**src/rtl/prbs7_pkg.sv**
```systemverilog
package prbs7_pkg;

    localparam int SEQ_W     = 7;
    localparam int TAP_HI    = 7;
    localparam int TAP_LO    = 6;
    localparam int FLD_W     = 3;
    localparam int FILL_W    = $clog2(SEQ_W + 1);

    localparam logic [FLD_W-1:0] ARM_KEY  = 3'd5;
    localparam logic [FLD_W-1:0] SEL_SRC  = 3'd1;
    localparam logic [FLD_W-1:0] SEL_CHK  = 3'd4;

    typedef enum logic [1:0] {
        MODE_OFF = 2'd0,
        MODE_SRC = 2'd1,
        MODE_CHK = 2'd2
    } test_mode_e;

    typedef enum logic [2:0] {
        BST_IDLE = 3'd0,
        BST_HI1  = 3'd1,
        BST_LO   = 3'd2,
        BST_HI2  = 3'd3,
        BST_GAP  = 3'd4
    } burst_st_e;

endpackage

```
**src/rtl/prbs7_ctrl.sv**
```systemverilog
module prbs7_ctrl
    import prbs7_pkg::*;
(
    input  logic             clk,
    input  logic             rst_n,
    input  logic             wr_i,
    input  logic [FLD_W-1:0] arm_i,
    input  logic [FLD_W-1:0] sel_i,
    input  logic             start_i,
    output test_mode_e       mode_o,
    output logic             trig_o
);

    typedef struct packed {
        logic [FLD_W-1:0] arm;
        logic [FLD_W-1:0] sel;
        logic             start;
        logic             trig;
    } ctrl_t;

    ctrl_t q, d;

    always_comb begin
        d      = q;
        d.trig = 1'b0;
        if (wr_i) begin
            d.arm   = arm_i;
            d.sel   = sel_i;
            d.start = start_i;
            d.trig  = q.start & ~start_i;
        end
    end

    always_ff @(posedge clk or negedge rst_n) begin
        if (!rst_n) q <= '0;
        else        q <= d;
    end

    always_comb begin
        mode_o = MODE_OFF;
        if (q.arm == ARM_KEY) begin
            if (q.sel == SEL_SRC)      mode_o = MODE_SRC;
            else if (q.sel == SEL_CHK) mode_o = MODE_CHK;
        end
    end

    assign trig_o = q.trig;

    // a trigger only follows a write that stored zero
    assert_trig_on_write_R5: assert property (@(posedge clk) disable iff (!rst_n)
        $rose(q.trig) |-> (!q.start && $past(q.start)));

endmodule

```
**src/rtl/prbs7_gen.sv**
```systemverilog
module prbs7_gen
    import prbs7_pkg::*;
(
    input  logic clk,
    input  logic rst_n,
    input  logic en_i,
    input  logic trig_i,
    output logic bit_o,
    output logic run_o
);

    typedef struct packed {
        logic [SEQ_W-1:0] lfsr;
        logic             run;
    } gen_t;

    gen_t q, d;
    logic fb;

    assign fb = q.lfsr[TAP_HI-1] ^ q.lfsr[TAP_LO-1];

    always_comb begin
        d = q;
        if (!en_i) begin
            d.lfsr = '1;
            d.run  = 1'b0;
        end else if (trig_i) begin
            d.lfsr = '1;
            d.run  = 1'b1;
        end else if (q.run) begin
            d.lfsr = {q.lfsr[SEQ_W-2:0], fb};
        end
    end

    always_ff @(posedge clk or negedge rst_n) begin
        if (!rst_n) begin
            q.lfsr <= '1;
            q.run  <= 1'b0;
        end else begin
            q <= d;
        end
    end

    assign bit_o = q.run & q.lfsr[SEQ_W-1];
    assign run_o = q.run;

    assert_seed_on_trig_R5: assert property (@(posedge clk) disable iff (!rst_n)
        (en_i && trig_i) |=> (q.run && q.lfsr == {SEQ_W{1'b1}}));

    assert_never_zero_R6: assert property (@(posedge clk) disable iff (!rst_n)
        q.run |-> (q.lfsr != '0));

    assert_idle_when_off_R11: assert property (@(posedge clk) disable iff (!rst_n)
        !en_i |=> !bit_o);

endmodule

```
**src/rtl/prbs7_chk.sv**
```systemverilog
module prbs7_chk
    import prbs7_pkg::*;
(
    input  logic clk,
    input  logic rst_n,
    input  logic en_i,
    input  logic din_i,
    output logic err_o,
    output logic busy_o
);

    typedef struct packed {
        logic [SEQ_W-1:0]  hist;
        logic [FILL_W-1:0] fill;
        logic              err;
    } chk_t;

    localparam logic [FILL_W-1:0] FULL = FILL_W'(SEQ_W);

    chk_t q, d;
    logic pred;

    assign pred = q.hist[TAP_HI-1] ^ q.hist[TAP_LO-1];

    always_comb begin
        d = '0;
        if (en_i) begin
            d.hist = {q.hist[SEQ_W-2:0], din_i};
            d.fill = (q.fill == FULL) ? FULL : q.fill + 1'b1;
            d.err  = (q.fill == FULL) && (din_i != pred);
        end
    end

    always_ff @(posedge clk or negedge rst_n) begin
        if (!rst_n) q <= '0;
        else        q <= d;
    end

    assign err_o  = q.err;
    assign busy_o = (q.fill != '0);

    assert_cleared_when_off_R11: assert property (@(posedge clk) disable iff (!rst_n)
        !en_i |=> (!err_o && !busy_o));

endmodule

```
**src/rtl/prbs7_burst.sv**
```systemverilog
module prbs7_burst
    import prbs7_pkg::*;
#(
    parameter int CNT_W = 4
) (
    input  logic clk,
    input  logic rst_n,
    input  logic en_i,
    input  logic err_i,
    output logic pulse_o
);

    localparam logic [CNT_W:0] CAP = {1'b0, {CNT_W{1'b1}}};

    typedef struct packed {
        burst_st_e        st;
        logic [CNT_W-1:0] pend;
    } bst_t;

    bst_t q, d;
    logic [CNT_W:0] avail;
    logic [CNT_W:0] left;

    always_comb begin
        avail = {1'b0, q.pend} + {{CNT_W{1'b0}}, err_i};
        left  = avail;
        d     = q;
        case (q.st)
            BST_IDLE, BST_GAP: begin
                if (avail != '0) begin
                    d.st = BST_HI1;
                    left = avail - 1'b1;
                end else begin
                    d.st = BST_IDLE;
                end
            end
            BST_HI1: d.st = BST_LO;
            BST_LO:  d.st = BST_HI2;
            BST_HI2: d.st = BST_GAP;
            default: d.st = BST_IDLE;
        endcase
        d.pend = (left > CAP) ? CAP[CNT_W-1:0] : left[CNT_W-1:0];
        if (!en_i) begin
            d.st   = BST_IDLE;
            d.pend = '0;
        end
    end

    always_ff @(posedge clk or negedge rst_n) begin
        if (!rst_n) begin
            q.st   <= BST_IDLE;
            q.pend <= '0;
        end else begin
            q <= d;
        end
    end

    assign pulse_o = (q.st == BST_HI1) || (q.st == BST_HI2);

    assert_gap_inside_pair_R8: assert property (@(posedge clk) disable iff (!rst_n)
        (en_i && q.st == BST_HI1) |=> !pulse_o);

    assert_second_high_R8: assert property (@(posedge clk) disable iff (!rst_n)
        (en_i && q.st == BST_LO) |=> pulse_o);

    assert_low_after_pair_R8: assert property (@(posedge clk) disable iff (!rst_n)
        (q.st == BST_HI2) |=> !pulse_o);

endmodule

```
**src/rtl/prbs7_test_unit.sv**
```systemverilog
module prbs7_test_unit
    import prbs7_pkg::*;
#(
    parameter int CNT_W = 4
) (
    input  logic       clk,
    input  logic       rst_n,
    input  logic       cfg_wr,
    input  logic [2:0] cfg_arm,
    input  logic [2:0] cfg_sel,
    input  logic       cfg_start,
    input  logic       ser_in,
    output logic       ser_out
);

    test_mode_e mode;
    logic trig, gen_bit, gen_run, chk_err, chk_busy, burst;

    prbs7_ctrl u_ctrl (
        .clk     (clk),
        .rst_n   (rst_n),
        .wr_i    (cfg_wr),
        .arm_i   (cfg_arm),
        .sel_i   (cfg_sel),
        .start_i (cfg_start),
        .mode_o  (mode),
        .trig_o  (trig)
    );

    prbs7_gen u_gen (
        .clk    (clk),
        .rst_n  (rst_n),
        .en_i   (mode == MODE_SRC),
        .trig_i (trig),
        .bit_o  (gen_bit),
        .run_o  (gen_run)
    );

    prbs7_chk u_chk (
        .clk    (clk),
        .rst_n  (rst_n),
        .en_i   (mode == MODE_CHK),
        .din_i  (ser_in),
        .err_o  (chk_err),
        .busy_o (chk_busy)
    );

    prbs7_burst #(.CNT_W(CNT_W)) u_burst (
        .clk     (clk),
        .rst_n   (rst_n),
        .en_i    (mode == MODE_CHK),
        .err_i   (chk_err),
        .pulse_o (burst)
    );

    always_comb begin
        case (mode)
            MODE_SRC: ser_out = gen_bit;
            MODE_CHK: ser_out = burst;
            default:  ser_out = ser_in;
        endcase
    end

    assert_one_function_R2: assert property (@(posedge clk) disable iff (!rst_n)
        !(gen_run && chk_busy));

endmodule

```
**config.mk**
```make
export PLATFORM = sky130hd
export DESIGN_NAME = prbs7_test_unit
export DESIGN_NICKNAME = d
export VERILOG_FILES = /design/src/rtl/prbs7_pkg.sv /design/src/rtl/prbs7_ctrl.sv /design/src/rtl/prbs7_gen.sv /design/src/rtl/prbs7_chk.sv /design/src/rtl/prbs7_burst.sv /design/src/rtl/prbs7_test_unit.sv
export SDC_FILE = /design/constraint.sdc
export NUM_CORES = 1
export LEC_CHECK = 0
export ABC_AREA = 1
export BUFFER_PORTS_ARGS = -buffer_cell sky130_fd_sc_hd__buf_4
export CAP_MARGIN = 10
export CORE_MARGIN = 2
export CORE_UTILIZATION = 44
export CTS_CLUSTER_SIZE = 12
export DETAILED_ROUTE_END_ITERATION = 16
export PLACE_DENSITY = 0.62
export SLEW_MARGIN = 10
export SYNTH_ARGS = -nofsm -noshare
export SYNTH_HDL_FRONTEND = slang
export SYNTH_HIERARCHICAL = 1
export SYNTH_SLANG_ARGS = --single-unit
```
**constraint.sdc**
```tcl
create_clock -name clk -period 5.15 [get_ports clk]
set_input_delay 0.7725 -clock clk [delete_from_list [all_inputs] [get_ports clk]]
set_output_delay 0.7725 -clock clk [all_outputs]
set_load 0.1 [all_outputs]
```
==> results of run 1 <==
## cell type report
class                   instances  area (um^2)
fillers                       372         1780
flip-flops and latches         34          860
multi-input cells             132          704
inverters                      40          150
repair buffers                 11         82.6
clock buffers                   7         76.3
well taps                      48         60.1
clock inverters                 1         7.51
## critical path: stages, from the launching register on
cell and delay (ps):
dfrtp_1 390, nor2_1 100, nand2_1 50, nor2_1 130
ha_1 470, nand2_1 100, nand2_1 80, nand2_1 40
nand2_1 50, buf_4 280
## flip-flops by register name, indices dropped and copies added, names as in the netlist
register / flops
u_burst/q: 7
u_chk/q: 10
u_gen/q: 7
u_chk/err_o: 1
u_gen/run_o: 1
u_ctrl/q: 7
u_ctrl/trig_o: 1
## layer usage
metal  global-route usage  vias up  routed length [um]
met4               0.0612        0                  31
met1                0.197      523                1330
met3               0.0456        4                  98
met5                    0        -                   0
met2                0.206       18                1130
li1                     -      653                   -
## final timing paths
kind,cells after the start,startpoint,end
setup reg to reg,11,u_burst/q[0]$_DFF_PN0_,u_burst/q[1]$_DFF_PN0_
max in group asynchronous,1,rst_n,u_gen/q[1]$_DFFE_PN1P_
min in group clk,2,u_chk/q[4]$_DFF_PN0_,u_chk/q[5]$_DFF_PN0_
setup / recovery,9,u_ctrl/q[3]$_DFFE_PN0P_,ser_out
hold / removal,1,rst_n,u_burst/q[2]$_DFF_PN0_
hold reg to reg,2,u_chk/q[4]$_DFF_PN0_,u_chk/q[5]$_DFF_PN0_
## power breakdown
group          internal [W]  switching (W)  leakage (nW)  total [W]
clock network     0.0000955      0.0000922        0.0385   0.000188
logic             0.0000102      0.0000179         0.538  0.0000280
registers          0.000273     0.00000336         0.438   0.000276
total              0.000379       0.000113          1.01   0.000492
## metrics by stage
stage	cells	power, W	hold WS (ps)	util	instance area (um^2)
6_report	273	0.000492	429	0.522	1940
5_1_grt	273	0.000518	462	0.522	1940
4_1_cts	273	0.000503	432	0.522	1940
3_5_place_dp	265	0.000310	429	0.500	1860
3_3_place_gp	265	0.000310	416	0.500	1860
2_1_floorplan	208	0.000296	413	-	1740
## cell usage in the layout, fill, tap and decap left out
cell	count
nand2_1	45
inv_1	37
nor2_1	33
dfrtp_1	27
buf_4	11
nand3_1	9
ha_1	8
o21ai_0	7
dfstp_2	7
clkbuf_8	5
a21oi_1	5
nand2_2	5
nor2_2	5
nand2_4	3
inv_2	3
nand3_2	3
clkbuf_1	2
nand4_1	2
xor2_1	2
clkinvlp_4	1
nor2_8	1
nor2_4	1
nand3b_1	1
nor4_1	1
o21ai_1	1
==> flow_summary_export.csv, run 1 <==
group,metric,value,unit
routing,routed_wl,2.58,mm
worst_hold_path,worstHoldPathType,"input pin to async pin",
placed_design,place.gp.congestion,0.790,
final_layout,drive_gt1_frac,0.200,
global_route,grt_pass1_vias,1090,
timing,setup_violations,0,
timing,timing.final.crit_period,2750,ps
floorplan,floorplan.initialDensity,0.467,
timing,slew_headroom,0.687,
timing,drv_slew,0,
global_route,track_usage,0.143,
floorplan,die_x,66.8,um
clock_network,insertion_delay,280,ps
timing,rsz0062_at_grt,"no",
global_route,grt_pass1_wl,4.68,mm
clock_network,cts_buffer_depth,2,
worst_setup_path,critPathLaunchType,"register",
routing,wl_per_cell,9.45,um
run,maxCapViolations,0,
global_route,globalRoute.totalOverflow,0,
timing,fin_worst_skew,5.88,ps
placed_design,portBuffers,11,
floorplan,core_area,3720,um^2
clock_network,post_cts.repair.setup_buffers,0,
synth,syn_nets,227,
timing,worst_pin_slew,469,ps
status,status,"complete, no violations",
placed_design,place_ws,2690,ps
clock_network,cts_resized,0,
timing,finalHoldViolCount,0,
routing,vias,1198,
clock_network,cts.clk_slew.worst_paths,70,ps
final_layout,num_antenna_cells,0,
floorplan,die_h,66.8,um
pwr,peakVddDrop,0.172,mV
routing,drtPass1Iterations,4,
pwr,leakage,1.01,nW
clock_network,htree_levels,2,
global_route,grt_max_degree,35,
final_layout,nets,243,
timing,finalWorstSetupSlack,2400,ps
pwr,powerDensity,253,nW/um^2
worst_setup_path,cp.required,4380,ps
routing,route.detailed.drc,0,
clock_network,cts_tree,"done",
floorplan,num_rows,22,
synth,netlist_instances,208,
worst_setup_path,arrival,1980,ps
synth,synth.avg_cell_area,8.35,um^2
final_layout,area_delta_synth_final,11.7,%
timing,fin_crit_sh,0.535,
worst_setup_path,path_max_fanout,13,
timing,fmax,363,MHz
clock_network,ctsHoldBuffers,0,
routing,drtAntennaViolNets,0,
worst_setup_path,endpoint_kind,"output port",
worst_setup_path,worstSetupPathType,"register to output port",
placed_design,dp_hpwl,1.91,mm
clock_network,root_buffer,"clkbuf_8",
routing,via_per_inst,4.39,
routing,drtIter0Drc,54,
worst_setup_path,r2r_slack,3260,ps
global_route,antenna_found_initial,0,
floorplan,die_area,4470,um^2
synth,synth.cell_area,1740,um^2
floorplan,ios,12,
clock_network,numCtsBuffers,5,
synth,ys_warn_count,6,
clock_network,clock-sinks,34,
timing,setup_tns,0,ps
Power figures use the tool's default switching activity.
==> inputs of run 2 (changes only) <==
--- a/config.mk
+++ b/config.mk
@@ -5,7 +5,7 @@
 export SDC_FILE = /design/constraint.sdc
 export NUM_CORES = 1
 export LEC_CHECK = 0
-export ABC_AREA = 1
+export ABC_AREA = 0
 export BUFFER_PORTS_ARGS = -buffer_cell sky130_fd_sc_hd__buf_4
 export CAP_MARGIN = 10
 export CORE_MARGIN = 2
==> constraint.sdc (replaced) <==
create_clock -name clk -period 2.8 [get_ports clk]
set_input_delay 0.42 -clock clk [delete_from_list [all_inputs] [get_ports clk]]
set_output_delay 0.42 -clock clk [all_outputs]
set_load 0.1 [all_outputs]
==> flow_summary_export.csv, run 2 <==
group,metric,value,unit
global_route,grt_pass1_wl,5.02,mm
final_layout,num_antenna_cells,0,
routing,wl_per_cell,13.4,um
floorplan,ios,12,
clock_network,cts.clk_slew.worst_paths,70,ps
clock_network,numCtsBuffers,5,
routing,drtAntennaViolNets,0,
run,maxCapViolations,0,
worst_hold_path,worstHoldPathType,"input pin to async pin",
clock_network,cts_tree,"done",
worst_setup_path,max_stage_delay,480,ps
worst_setup_path,critPathTopFamily,"simple AND/OR/NAND/NOR gates",
global_route,globalRoute.totalOverflow,0,
final_layout,drive_gt1_frac,0.252,
pwr,peakVddDrop,0.351,mV
routing,drtPass1Iterations,4,
worst_setup_path,endpoint_kind,"register",
worst_setup_path,arrival,2690,ps
worst_setup_path,cp.required,3020,ps
floorplan,num_rows,22,
timing,fmax,406,MHz
worst_setup_path,crit_path_top_delay_cell,"or4b_1",
timing,setup_violations,0,
global_route,antenna_found_initial,0,
status,status,"complete, no violations",
placed_design,place_area,1840,um^2
synth,synth.avg_cell_area,11.7,um^2
timing,timing.final.crit_period,2460,ps
clock_network,insertion_delay,280,ps
timing,finalHoldViolCount,0,
worst_setup_path,r2r-end,"u_burst/q[1]$_DFF_PN0_",
routing,vias,1099,
timing,fin_crit_sh,0.880,
clock_network,post_cts.repair.setup_buffers,0,
clock_network,cts_buffer_depth,2,
final_layout,area_delta_synth_final,12.4,%
placed_design,dp_hpwl,1.99,mm
worst_setup_path,r2r_cells,8,
clock_network,htree_levels,2,
timing,drv_slew,0,
worst_setup_path,cp_common_cell,"ha_1",
global_route,track_usage,0.154,
clock_network,clock-sinks,34,
placed_design,place_ws,352,ps
routing,routed_wl,2.83,mm
final_layout,final_area,1930,um^2
clock_network,cts_resized,0,
pwr,leakage,0.869,nW
placed_design,place.gp.congestion,0.865,
worst_setup_path,r2r_slack,340,ps
floorplan,die_x,66.4,um
timing,finalWorstSetupSlack,337,ps
synth,netlist_instances,147,
timing,slew_headroom,0.721,
clock_network,root_buffer,"clkbuf_8",
final_layout,top_register,"u_chk/q",
floorplan,core_area,3690,um^2
routing,drtIter0Drc,57,
timing,setup_tns,0,ps
routing,route.detailed.drc,0,
placed_design,portBuffers,11,
floorplan,die_area,4410,um^2
floorplan,die_h,66.4,um
global_route,grt_max_degree,35,
final_layout,final_common_cell,"dfrtp_1",
final_layout,final_cell_mix,"dfrtp_1, nand2_1, buf_4",
floorplan,floorplan.initialDensity,0.464,
synth,syn_nets,166,
worst_setup_path,worstSetupPathType,"register to register",
worst_setup_path,critPathLaunchType,"register",
final_layout,largest_register_ffs,10,
synth,synth.cell_area,1710,um^2
pwr,powerDensity,489,nW/um^2
timing,rsz0062_at_grt,"no",
clock_network,ctsHoldBuffers,0,
worst_setup_path,worstReg2RegStart,"u_chk/err_o$_DFF_PN0_",
worst_setup_path,path_buf_inv,1,
timing,worst_pin_slew,413,ps
timing,fin_worst_skew,4.84,ps
worst_setup_path,path_max_fanout,6,
worst_setup_path,path_cells,"ha_1 -> ha_1 -> inv_1 -> ha_1 -> or4b_1 -> or4_1 -> o21ai_2 -> o21a_1",
routing,via_per_inst,5.21,
global_route,grt_pass1_vias,1062,
final_layout,nets,181,
synth,ys_warn_count,6,
[run 2: cell count changes in the layout (fill, tap and decap cells not counted), sizes merged, moves of 5 or more]
cell | before | now
mux2i | 0 | 7
nor2 | 40 | 6
nand3 | 12 | 0
nor3b | 0 | 5
and2 | 0 | 9
inv | 40 | 6
nand2 | 53 | 18
mux2 | 0 | 7
[run 2: worst max path at each step]
stage | slack [ps] | from | end | cells after the start
after floorplan | 380 | u_ctrl/q[3]$_DFFE_PN0P_ | ser_out | 5
after global placement | 430 | u_chk/err_o$_DFF_PN0_ | u_burst/q[0]$_DFF_PN0_ | 8
after detailed placement | 350 | u_chk/err_o$_DFF_PN0_ | u_burst/q[0]$_DFF_PN0_ | 8
after CTS | 340 | u_chk/err_o$_DFF_PN0_ | u_burst/q[0]$_DFF_PN0_ | 8
after global routing | 150 | u_chk/err_o$_DFF_PN0_ | u_burst/q[0]$_DFF_PN0_ | 8
final | 340 | u_chk/err_o$_DFF_PN0_ | u_burst/q[1]$_DFF_PN0_ | 8
[run 2: area by class of cell]
cell class / instances / area [um^2]
timing repair buffer: 12 / 90.1
multi-input combinational: 103 / 803
sequential: 34 / 860
inverter: 6 / 22.5
clock buffer: 8 / 90.1
fill: 354 / 1760
tap: 48 / 60.1
[run 2: stage by stage]
step                      hold slack, ps  std cells  total power [W]  utilization
after floorplan                      124        147         0.000561            -
after global placement               382        203         0.000585        0.498
after detailed placement             390        203         0.000588        0.498
after CTS                           87.1        211         0.000956        0.522
after global routing                99.5        211         0.000985        0.522
final                               72.1        211         0.000942        0.522
[run 2: power by group]
part / leakage, nW / total [W] / internal [W] / switching (W)
combinational: 0.389 / 0.0000651 / 0.0000348 / 0.0000303
sequential: 0.434 / 0.000513 / 0.000503 / 0.00000961
clock: 0.0455 / 0.000364 / 0.000200 / 0.000164
total: 0.869 / 0.000942 / 0.000738 / 0.000204
[run 2: routing by layer]
metal	track usage	wire length [um]	part of all wire	up-vias
met5	0	0	0	-
met4	0.0612	48	0.017	0
met3	0.0443	156	0.055	6
met2	0.234	1400	0.49	29
met1	0.207	1220	0.43	534
li1	-	-	-	530
